==> src/rtl/cctmr_pkg.sv <==
package cctmr_pkg;

   typedef enum logic [1:0] {
      OM_NONE    = 2'd0,
      OM_PWM     = 2'd1,
      OM_ONESHOT = 2'd2,
      OM_RSVD    = 2'd3
   } omode_e;

   typedef struct packed {
      logic [4:0] rsvd;
      logic [1:0] inv;
      omode_e     omode;
      logic       trig_fall;
      logic       trig_en;
      logic       ext_fall;
      logic [2:0] src;
      logic       run;
   } ctrl_t;

   typedef struct packed {
      logic [9:0]      rsvd;
      logic [1:0][1:0] edge_sel;
      logic [1:0]      capm;
   } chcfg_t;

   localparam int A_CTRL  = 0;
   localparam int A_CHCFG = 1;
   localparam int A_REG0  = 2;
   localparam int A_CNT   = 4;

   localparam int SRC_SYS  = 0;
   localparam int SRC_DIVA = 1;
   localparam int SRC_DIVB = 2;
   localparam int SRC_UF0  = 3;

endpackage

==> src/rtl/cctmr_sync_edge.sv <==
module cctmr_sync_edge #(
   parameter int STAGES = 2
) (
   input  logic clk,
   input  logic rst_n,
   input  logic pin,
   output logic rise,
   output logic fall
);
   initial begin : chk_stages
      if (STAGES < 2) $error("cctmr_sync_edge: STAGES must be at least 2");
   end

   logic [STAGES-1:0] sh;
   logic              last;

   always_ff @(posedge clk or negedge rst_n) begin
      if (!rst_n) begin
         sh   <= '0;
         last <= 1'b0;
      end else begin
         sh   <= {sh[STAGES-2:0], pin};
         last <= sh[STAGES-1];
      end
   end

   assign rise = sh[STAGES-1] & ~last;
   assign fall = ~sh[STAGES-1] & last;

endmodule

==> src/rtl/cctmr_tick_sel.sv <==
module cctmr_tick_sel #(
   parameter int DIV_A = 8,
   parameter int DIV_B = 32,
   parameter int N_UF  = 3,
   parameter int SRC_W = 3
) (
   input  logic             clk,
   input  logic             rst_n,
   input  logic [SRC_W-1:0] src,
   input  logic [N_UF-1:0]  uf_pulse,
   input  logic             ext_rise,
   input  logic             ext_fall,
   input  logic             ext_fall_sel,
   output logic             tick
);
   import cctmr_pkg::*;

   localparam int SRC_EXT = SRC_UF0 + N_UF;

   initial begin : chk_params
      if (DIV_A < 2 || DIV_B < 2) $error("cctmr_tick_sel: divides must be at least 2");
      if (SRC_EXT >= (1 << SRC_W)) $error("cctmr_tick_sel: SRC_W too narrow for N_UF");
   end

   logic [1:0] pre_tick;

   for (genvar d = 0; d < 2; d++) begin : g_pre
      localparam int DIV = (d == 0) ? DIV_A : DIV_B;
      localparam int PW  = $clog2(DIV);
      logic [PW-1:0] pc;

      always_ff @(posedge clk or negedge rst_n) begin
         if (!rst_n)                    pc <= '0;
         else if (pc == PW'(DIV - 1))   pc <= '0;
         else                           pc <= pc + 1'b1;
      end

      assign pre_tick[d] = (pc == PW'(DIV - 1));


      pre_single_chk: assert property (@(posedge clk) disable iff (!rst_n)
         pre_tick[d] |=> !pre_tick[d]);
   end

   always_comb begin
      tick = 1'b0;
      if (src == SRC_W'(SRC_SYS))       tick = 1'b1;
      else if (src == SRC_W'(SRC_DIVA)) tick = pre_tick[0];
      else if (src == SRC_W'(SRC_DIVB)) tick = pre_tick[1];
      else if (src == SRC_W'(SRC_EXT))  tick = ext_fall_sel ? ext_fall : ext_rise;
      for (int k = 0; k < N_UF; k++) begin
         if (src == SRC_W'(SRC_UF0 + k)) tick = uf_pulse[k];
      end
   end

endmodule

==> src/rtl/cctmr_channel.sv <==
module cctmr_channel #(
   parameter int W = 16
) (
   input  logic         clk,
   input  logic         rst_n,
   input  logic         wr,
   input  logic [W-1:0] wr_data,
   input  logic         cap_mode,
   input  logic [1:0]   cap_edge,
   input  logic         pin_rise,
   input  logic         pin_fall,
   input  logic [W-1:0] cnt,
   input  logic         adv,
   output logic [W-1:0] val,
   output logic         match,
   output logic         irq
);
   logic cap_evt;

   assign cap_evt = cap_mode & ((cap_edge[0] & pin_rise) | (cap_edge[1] & pin_fall));
   assign match   = ~cap_mode & adv & (cnt == val);

   always_ff @(posedge clk or negedge rst_n) begin
      if (!rst_n) begin
         val <= '0;
         irq <= 1'b0;
      end else begin
         if (wr)           val <= wr_data;
         else if (cap_evt) val <= cnt;
         irq <= cap_evt | match;
      end
   end


   cap_latch_chk: assert property (@(posedge clk) disable iff (!rst_n)
      (cap_evt && !wr) |=> (val == $past(cnt)));


   cap_irq_chk: assert property (@(posedge clk) disable iff (!rst_n)
      (cap_mode && !cap_evt && !match) |=> !irq);

endmodule

==> src/rtl/cctmr_top.sv <==
module cctmr_top #(
   parameter int CNT_W  = 16,
   parameter int ADDR_W = 3,
   parameter int DIV_A  = 8,
   parameter int DIV_B  = 32,
   parameter int N_UF   = 3,
   parameter int SYNC_N = 2
) (
   input  logic              clk,
   input  logic              rst_n,
   input  logic              wr_en,
   input  logic [ADDR_W-1:0] addr,
   input  logic [CNT_W-1:0]  wr_data,
   output logic [CNT_W-1:0]  rd_data,
   input  logic [N_UF-1:0]   uf_in,
   input  logic              ext_in,
   input  logic [1:0]        cap_in,
   output logic [1:0]        wave_out,
   output logic              ovf_irq,
   output logic [1:0]        ch_irq
);
   import cctmr_pkg::*;

   localparam int N_CH   = 2;
   localparam int CFG_W  = $bits(ctrl_t);
   localparam int SRC_W  = 3;

   initial begin : chk_params
      if (CNT_W < CFG_W) $error("cctmr_top: CNT_W must hold a control word");
      if ((1 << ADDR_W) <= A_CNT) $error("cctmr_top: ADDR_W too narrow");
   end

   ctrl_t            ctrl;
   chcfg_t           chc;
   logic [CNT_W-1:0] cnt;
   logic [CNT_W-1:0] cval [N_CH];
   logic [N_CH-1:0]  match, cap_rise, cap_fall, os_act, act;
   logic             ext_rise, ext_fall, tick, trig_seen, go, go_q, start, adv;
   logic             wr_ctrl, wr_chc, wr_cnt, os_done, pwm_wrap;

   assign wr_ctrl = wr_en && (addr == ADDR_W'(A_CTRL));
   assign wr_chc  = wr_en && (addr == ADDR_W'(A_CHCFG));
   assign wr_cnt  = wr_en && (addr == ADDR_W'(A_CNT));

   cctmr_sync_edge #(.STAGES(SYNC_N)) u_ext_sync (
      .clk(clk), .rst_n(rst_n), .pin(ext_in), .rise(ext_rise), .fall(ext_fall));

   cctmr_tick_sel #(.DIV_A(DIV_A), .DIV_B(DIV_B), .N_UF(N_UF), .SRC_W(SRC_W)) u_tick (
      .clk(clk), .rst_n(rst_n), .src(ctrl.src), .uf_pulse(uf_in),
      .ext_rise(ext_rise), .ext_fall(ext_fall), .ext_fall_sel(ctrl.ext_fall), .tick(tick));

   for (genvar c = 0; c < N_CH; c++) begin : g_ch
      cctmr_sync_edge #(.STAGES(SYNC_N)) u_sync (
         .clk(clk), .rst_n(rst_n), .pin(cap_in[c]), .rise(cap_rise[c]), .fall(cap_fall[c]));

      cctmr_channel #(.W(CNT_W)) u_ch (
         .clk(clk), .rst_n(rst_n),
         .wr(wr_en && (addr == ADDR_W'(A_REG0 + c))), .wr_data(wr_data),
         .cap_mode(chc.capm[c]), .cap_edge(chc.edge_sel[c]),
         .pin_rise(cap_rise[c]), .pin_fall(cap_fall[c]),
         .cnt(cnt), .adv(adv), .val(cval[c]), .match(match[c]), .irq(ch_irq[c]));
   end

   // start gating
   always_ff @(posedge clk or negedge rst_n) begin
      if (!rst_n)          trig_seen <= 1'b0;
      else if (!ctrl.run)  trig_seen <= 1'b0;
      else if (ctrl.trig_fall ? ext_fall : ext_rise) trig_seen <= 1'b1;
   end

   assign go       = ctrl.run & (~ctrl.trig_en | trig_seen);
   assign adv      = go & tick;
   assign start    = go & ~go_q;
   assign os_done  = (ctrl.omode == OM_ONESHOT) & match[0];
   assign pwm_wrap = (ctrl.omode == OM_PWM) & adv & (cnt == cval[0]);

   // counter and control
   always_ff @(posedge clk or negedge rst_n) begin
      if (!rst_n) begin
         cnt     <= '0;
         ctrl    <= '0;
         chc     <= '0;
         go_q    <= 1'b0;
         ovf_irq <= 1'b0;
      end else begin
         go_q    <= go;
         ovf_irq <= adv & (cnt == '1);
         if (wr_cnt)                     cnt <= wr_data;
         else if (pwm_wrap || os_done)   cnt <= '0;
         else if (adv)                   cnt <= cnt + 1'b1;
         if (wr_ctrl)                    ctrl <= ctrl_t'(wr_data[CFG_W-1:0]);
         else if (os_done)               ctrl.run <= 1'b0;
         if (wr_chc)                     chc <= chcfg_t'(wr_data[CFG_W-1:0]);
      end
   end

   // one-shot output state
   for (genvar c = 0; c < N_CH; c++) begin : g_os
      always_ff @(posedge clk or negedge rst_n) begin
         if (!rst_n)                                          os_act[c] <= 1'b0;
         else if (!ctrl.run || ctrl.omode != OM_ONESHOT)      os_act[c] <= 1'b0;
         else if (start)                                      os_act[c] <= 1'b1;
         else if (match[c] || os_done)                        os_act[c] <= 1'b0;
      end
   end

   always_comb begin
      act = '0;
      case (ctrl.omode)
         OM_PWM:     act[0] = ctrl.run & (cnt < cval[1]);
         OM_ONESHOT: act    = os_act & ~chc.capm;
         default:    act    = '0;
      endcase
   end

   assign wave_out = act ^ ctrl.inv;

   always_comb begin
      rd_data = '0;
      case (addr)
         ADDR_W'(A_CTRL):     rd_data = CNT_W'(ctrl);
         ADDR_W'(A_CHCFG):    rd_data = CNT_W'(chc);
         ADDR_W'(A_REG0):     rd_data = cval[0];
         ADDR_W'(A_REG0 + 1): rd_data = cval[1];
         ADDR_W'(A_CNT):      rd_data = cnt;
         default:             rd_data = '0;
      endcase
   end


   cnt_hold_chk: assert property (@(posedge clk) disable iff (!rst_n)
      (!adv && !wr_cnt) |=> $stable(cnt));


   wrap_ovf_chk: assert property (@(posedge clk) disable iff (!rst_n)
      (adv && cnt == '1 && !wr_cnt) |=> (cnt == '0 && ovf_irq));


   pwm_wrap_chk: assert property (@(posedge clk) disable iff (!rst_n)
      (pwm_wrap && !wr_cnt) |=> (cnt == '0));


   oneshot_stop_chk: assert property (@(posedge clk) disable iff (!rst_n)
      (os_done && !wr_ctrl) |=> !ctrl.run);


   trig_hold_chk: assert property (@(posedge clk) disable iff (!rst_n)
      (ctrl.trig_en && !trig_seen && !wr_cnt) |=> $stable(cnt));

endmodule

==> config.mk <==
export PLATFORM = sky130hd
export DESIGN_NAME = cctmr_top
export DESIGN_NICKNAME = d
export VERILOG_FILES = /design/src/rtl/cctmr_pkg.sv /design/src/rtl/cctmr_sync_edge.sv /design/src/rtl/cctmr_tick_sel.sv /design/src/rtl/cctmr_channel.sv /design/src/rtl/cctmr_top.sv
export SDC_FILE = /design/constraint.sdc
export NUM_CORES = 1
export LEC_CHECK = 0
export ABC_AREA = 1
export BUFFER_PORTS_ARGS = -buffer_cell sky130_fd_sc_hd__buf_4
export CAP_MARGIN = 20
export CORE_MARGIN = 3
export CORE_UTILIZATION = 53
export DETAILED_ROUTE_END_ITERATION = 6
export GPL_TIMING_DRIVEN = 0
export PLACE_DENSITY = 0.71
export SLEW_MARGIN = 20
export SYNTH_ARGS = -nofsm -noshare
export SYNTH_HDL_FRONTEND = slang
export SYNTH_HIERARCHICAL = 1
export SYNTH_SLANG_ARGS = --single-unit
==> constraint.sdc <==
create_clock -name clk -period 4.5 [get_ports clk]
set_clock_uncertainty 0.2 [all_clocks]
set_input_delay 0.45 -clock clk [delete_from_list [all_inputs] [get_ports clk]]
set_output_delay 0.45 -clock clk [all_outputs]
set_load 0.03 [all_outputs]
==> metrics <==
Num CTS Buffers=9; PortBufs=between 40 and 50; vias in the first global route=approximately 6600; asr flop ratio synth=1.00; Pwr Total=roughly 4 mW; RSZ-0062 raised after global routing=false; GRT Residual Overflow=0; main combinational cell family by area after synthesis=simple AND/OR/NAND/NOR gates; global-route wire length before repair=roughly 37000 um; H-tree Lvls=3; area share of the largest cell type after synthesis=0.364; Initial DRC Count=878; Gate Count Post-Synth=between 1000 and 1500; Synth Flop Type=dfrtp_1; Core Util, Final=0.624; Syn Nets=about 1100; via count=approximately 7200; Clock Pin Slew Worst Setup and Hold Paths=~0.08 ns; Achievable Freq=between 200 and 300 MHz; Post-Synthesis Cell Area=~7100 um^2; DRT Wirelength=24300 um; initial antenna violation count=1; Final Critical Period=~3.6 ns; Multi-input gate area=between 3000 and 4000 um^2; Post-synth EDFFs=0; synth top area cells=dfrtp_1 (36%), nand2_1 (16%), inv_1 (8.0%); status=finished, violations left; average vias per placed instance=5.76; max layer used=met5; M1 WL=about 10000 um; slowest library cell on the worst path=dfrtp_1; mux contribution to synthesized area=0; Clock Tree Root=clkbuf_16; Seq. cell area=about 2600 um^2; Top cell by count, worst path=nand2_1; Final Max Tran Viols=0; Die Span Y=around 120 um; Max clock buf depth=2; Fin Setup TNS=0 ns; GRT Total Usage=0.340; Clock Sinks=~100; I/O pin total=49; Crit path required time=4.57 ns; max-cap viol count=0; Initial Utilization=0.555; Final HPWL DP=approximately 18000 um; Setup crit start kind=register; # setup viols final=0; leading area contributor after synthesis=dfrtp_1; CP delay by family, top=simple AND/OR/NAND/NOR gates; Synth Area in XOR/XNOR=0.0258; Setup crit end kind=register; worst hold margin=-0.0231 ns; VDD IR-drop max=between 300 and 400 uV; Detailed Routing Iterations Pass 1=5; antenna-violating nets left=0; Leak=about 4.2 nW; die width=122 um; fin crit share=0.795; met2 routed WL=approximately 10000 um; Final Hold Viols=10; worst hold path class=input port to asynchronous set/reset pin; Pwr Density=513 nW/um^2; number of inserted diodes=0; Post-CTS Setup Repair Bufs=0; max_slew headroom=0.343; fraction of layout cells with a size suffix above 1=0.129; largest net degree at the start of global routing=about 110; CP max FO=10; total number of yosys warnings=6; critical path type=register to register; clk_lat worst skew=around 0.37 ns; met3 WL post-DR=between 2000 and 3000 um; Core Area=12900 um^2; Seq/Total Area, Yosys=0.364; Row Count=slightly above 40; synthesis-to-layout area growth=12.6%; Synth Area in Simple Gates=0.338; Seq cells post-synth=104; fin nets=approximately 1100; RePlAce Congestion=approximately 0.98; Post-Synth Adder-Cell Area=0.0385; CP Data Arrival Time=roughly 3.7 ns; die area=about 15000 um^2; Worst Tran Pin Value=0.985 ns; DR WL/cell=about 20 um; syn_area_per_cell=7.11 um^2; Unique masters post-synth=42; Synth Area in Compound Gates=0.112; CTS tree=built; Buf+Inv Stages, Crit Path=5; crit-path max cell delay=~0.37 ns; DRC viols=0; Fillers=between 1000 and 1500; violations in the final reports=negative hold slack
## cell usage in the layout, fill, tap and decap left out, types with 2 or more instances in the layout
cell type,count
a21oi_1,39
a221oi_1,13
and3_1,2
buf_2,6
buf_4,50
buf_6,10
clkbuf_1,9
clkbuf_16,9
clkbuf_8,2
clkinv_1,2
clkinv_4,3
dfrtp_1,104
dlygate4sd3_1,3
ha_1,22
inv_1,152
inv_2,8
inv_8,2
nand2_1,300
nand2_2,6
nand2_4,2
nand3_1,36
nand3_2,11
nand3b_1,3
nand4_1,39
nor2_1,72
nor2_2,4
nor2_4,2
nor3_1,19
nor3_2,12
nor3_4,2
nor4_1,2
o21ai_0,26
o21ai_1,45
o22ai_1,20
or2_2,2
xnor2_1,7
xor2_1,14
## logic make-up after synthesis
family	Yosys count
flops	104
simple gates	518
compound gates	144
fa+ha+maj	22
xor+xnor	21
buf+inv	195
## layout make-up
| type | instances | share of cell area |
|---|---|---|
| Inverter | 163 | 0.0778 |
| Timing Repair Buffer | 51 | 0.0490 |
| Buffer | 32 | 0.0307 |
| Clock inverter | 7 | 0.00778 |
| Tap cell | 172 | 0.0268 |
| Clock buffer | 9 | 0.0280 |
| Multi-Input combinational cell | 705 | 0.456 |
| Sequential cell | 104 | 0.324 |
## timing repair
| action | in CTS | in global routing |
|---|---|---|
| hold buffers | 3 | 0 |
| endpoints found under the hold margin | 3 | 0 |
| endpoints found under the setup margin | 0 | 0 |
| resized for setup | 0 | 0 |
## registers in the layout (all words and copies together) (netlist names)
signal / flops
trig_seen: 1
cnt: 16
os_act: 2
g_ch.u_ch/irq: 2
ctrl: 16
go_q: 1
u_tick/g_pre.pc: 8
g_ch.u_sync/sh: 4
u_ext_sync/last: 1
chc: 16
u_ext_sync/sh: 2
ovf_irq: 1
g_ch.u_ch/val: 32
g_ch.u_sync/last: 2
## power breakdown
group | total [mW] | switching (mW) | internal, mW
clock network | 0.787 | 0.399 | 0.388
logic | 1.75 | 1.10 | 0.652
registers | 1.58 | 0.435 | 1.15
total | 4.12 | 1.93 | 2.19
## metal layers
layer  GRT usage  up-vias
li1            -     3370
met1       0.481     3318
met2       0.501      400
met3      0.0757       72
met4       0.149        2
met5           0        -
## cells in the mapped netlist, types with 3 or more instances
library cell    n
nor3_2         12
inv_1         152
nor3_1         19
nor2_2          4
buf_2           6
nand2_2         6
a221oi_1       13
o22ai_1        20
o21ai_0        26
ha_1           22
buf_4           3
nand3_1        36
nand4_1        39
nand3b_1        3
xor2_1         14
inv_2           8
xnor2_1         7
nand3_2        11
buf_6           9
dfrtp_1       104
o21ai_1        45
a21oi_1        39
clkbuf_1        9
nor2_1         72
nand2_1       300
## worst paths after layout
kind / to / slack, ns / start / cells past startpoint
worst max-delay path: cnt[8] / 0.92 / u_tick/g_pre[1].pc[0] / 26
worst max register to register: cnt[8] / 0.92 / u_tick/g_pre[1].pc[0] / 26
min in group clk: g_ch[0].u_sync/sh[1] / 0.15 / g_ch[0].u_sync/sh[0] / 0
worst min register to register: g_ch[0].u_sync/sh[1] / 0.15 / g_ch[0].u_sync/sh[0] / 0
max in group asynchronous: u_tick/g_pre[1].pc[1] / 3.43 / rst_n / 1
worst min-delay path: u_tick/g_pre[0].pc[2] / -0.02 / rst_n / 1
## through the flow
stage	setup WS [ns]	instance area [um^2]	cells
5_1_grt	0.607	8040	1243
2_1_floorplan	1.73	7140	1004
4_1_cts	0.975	8040	1243
6_report	0.921	8040	1243
3_5_place_dp	0.990	7720	1224
3_3_place_gp	1.01	7720	1224
(Power assumes the default switching activity.)
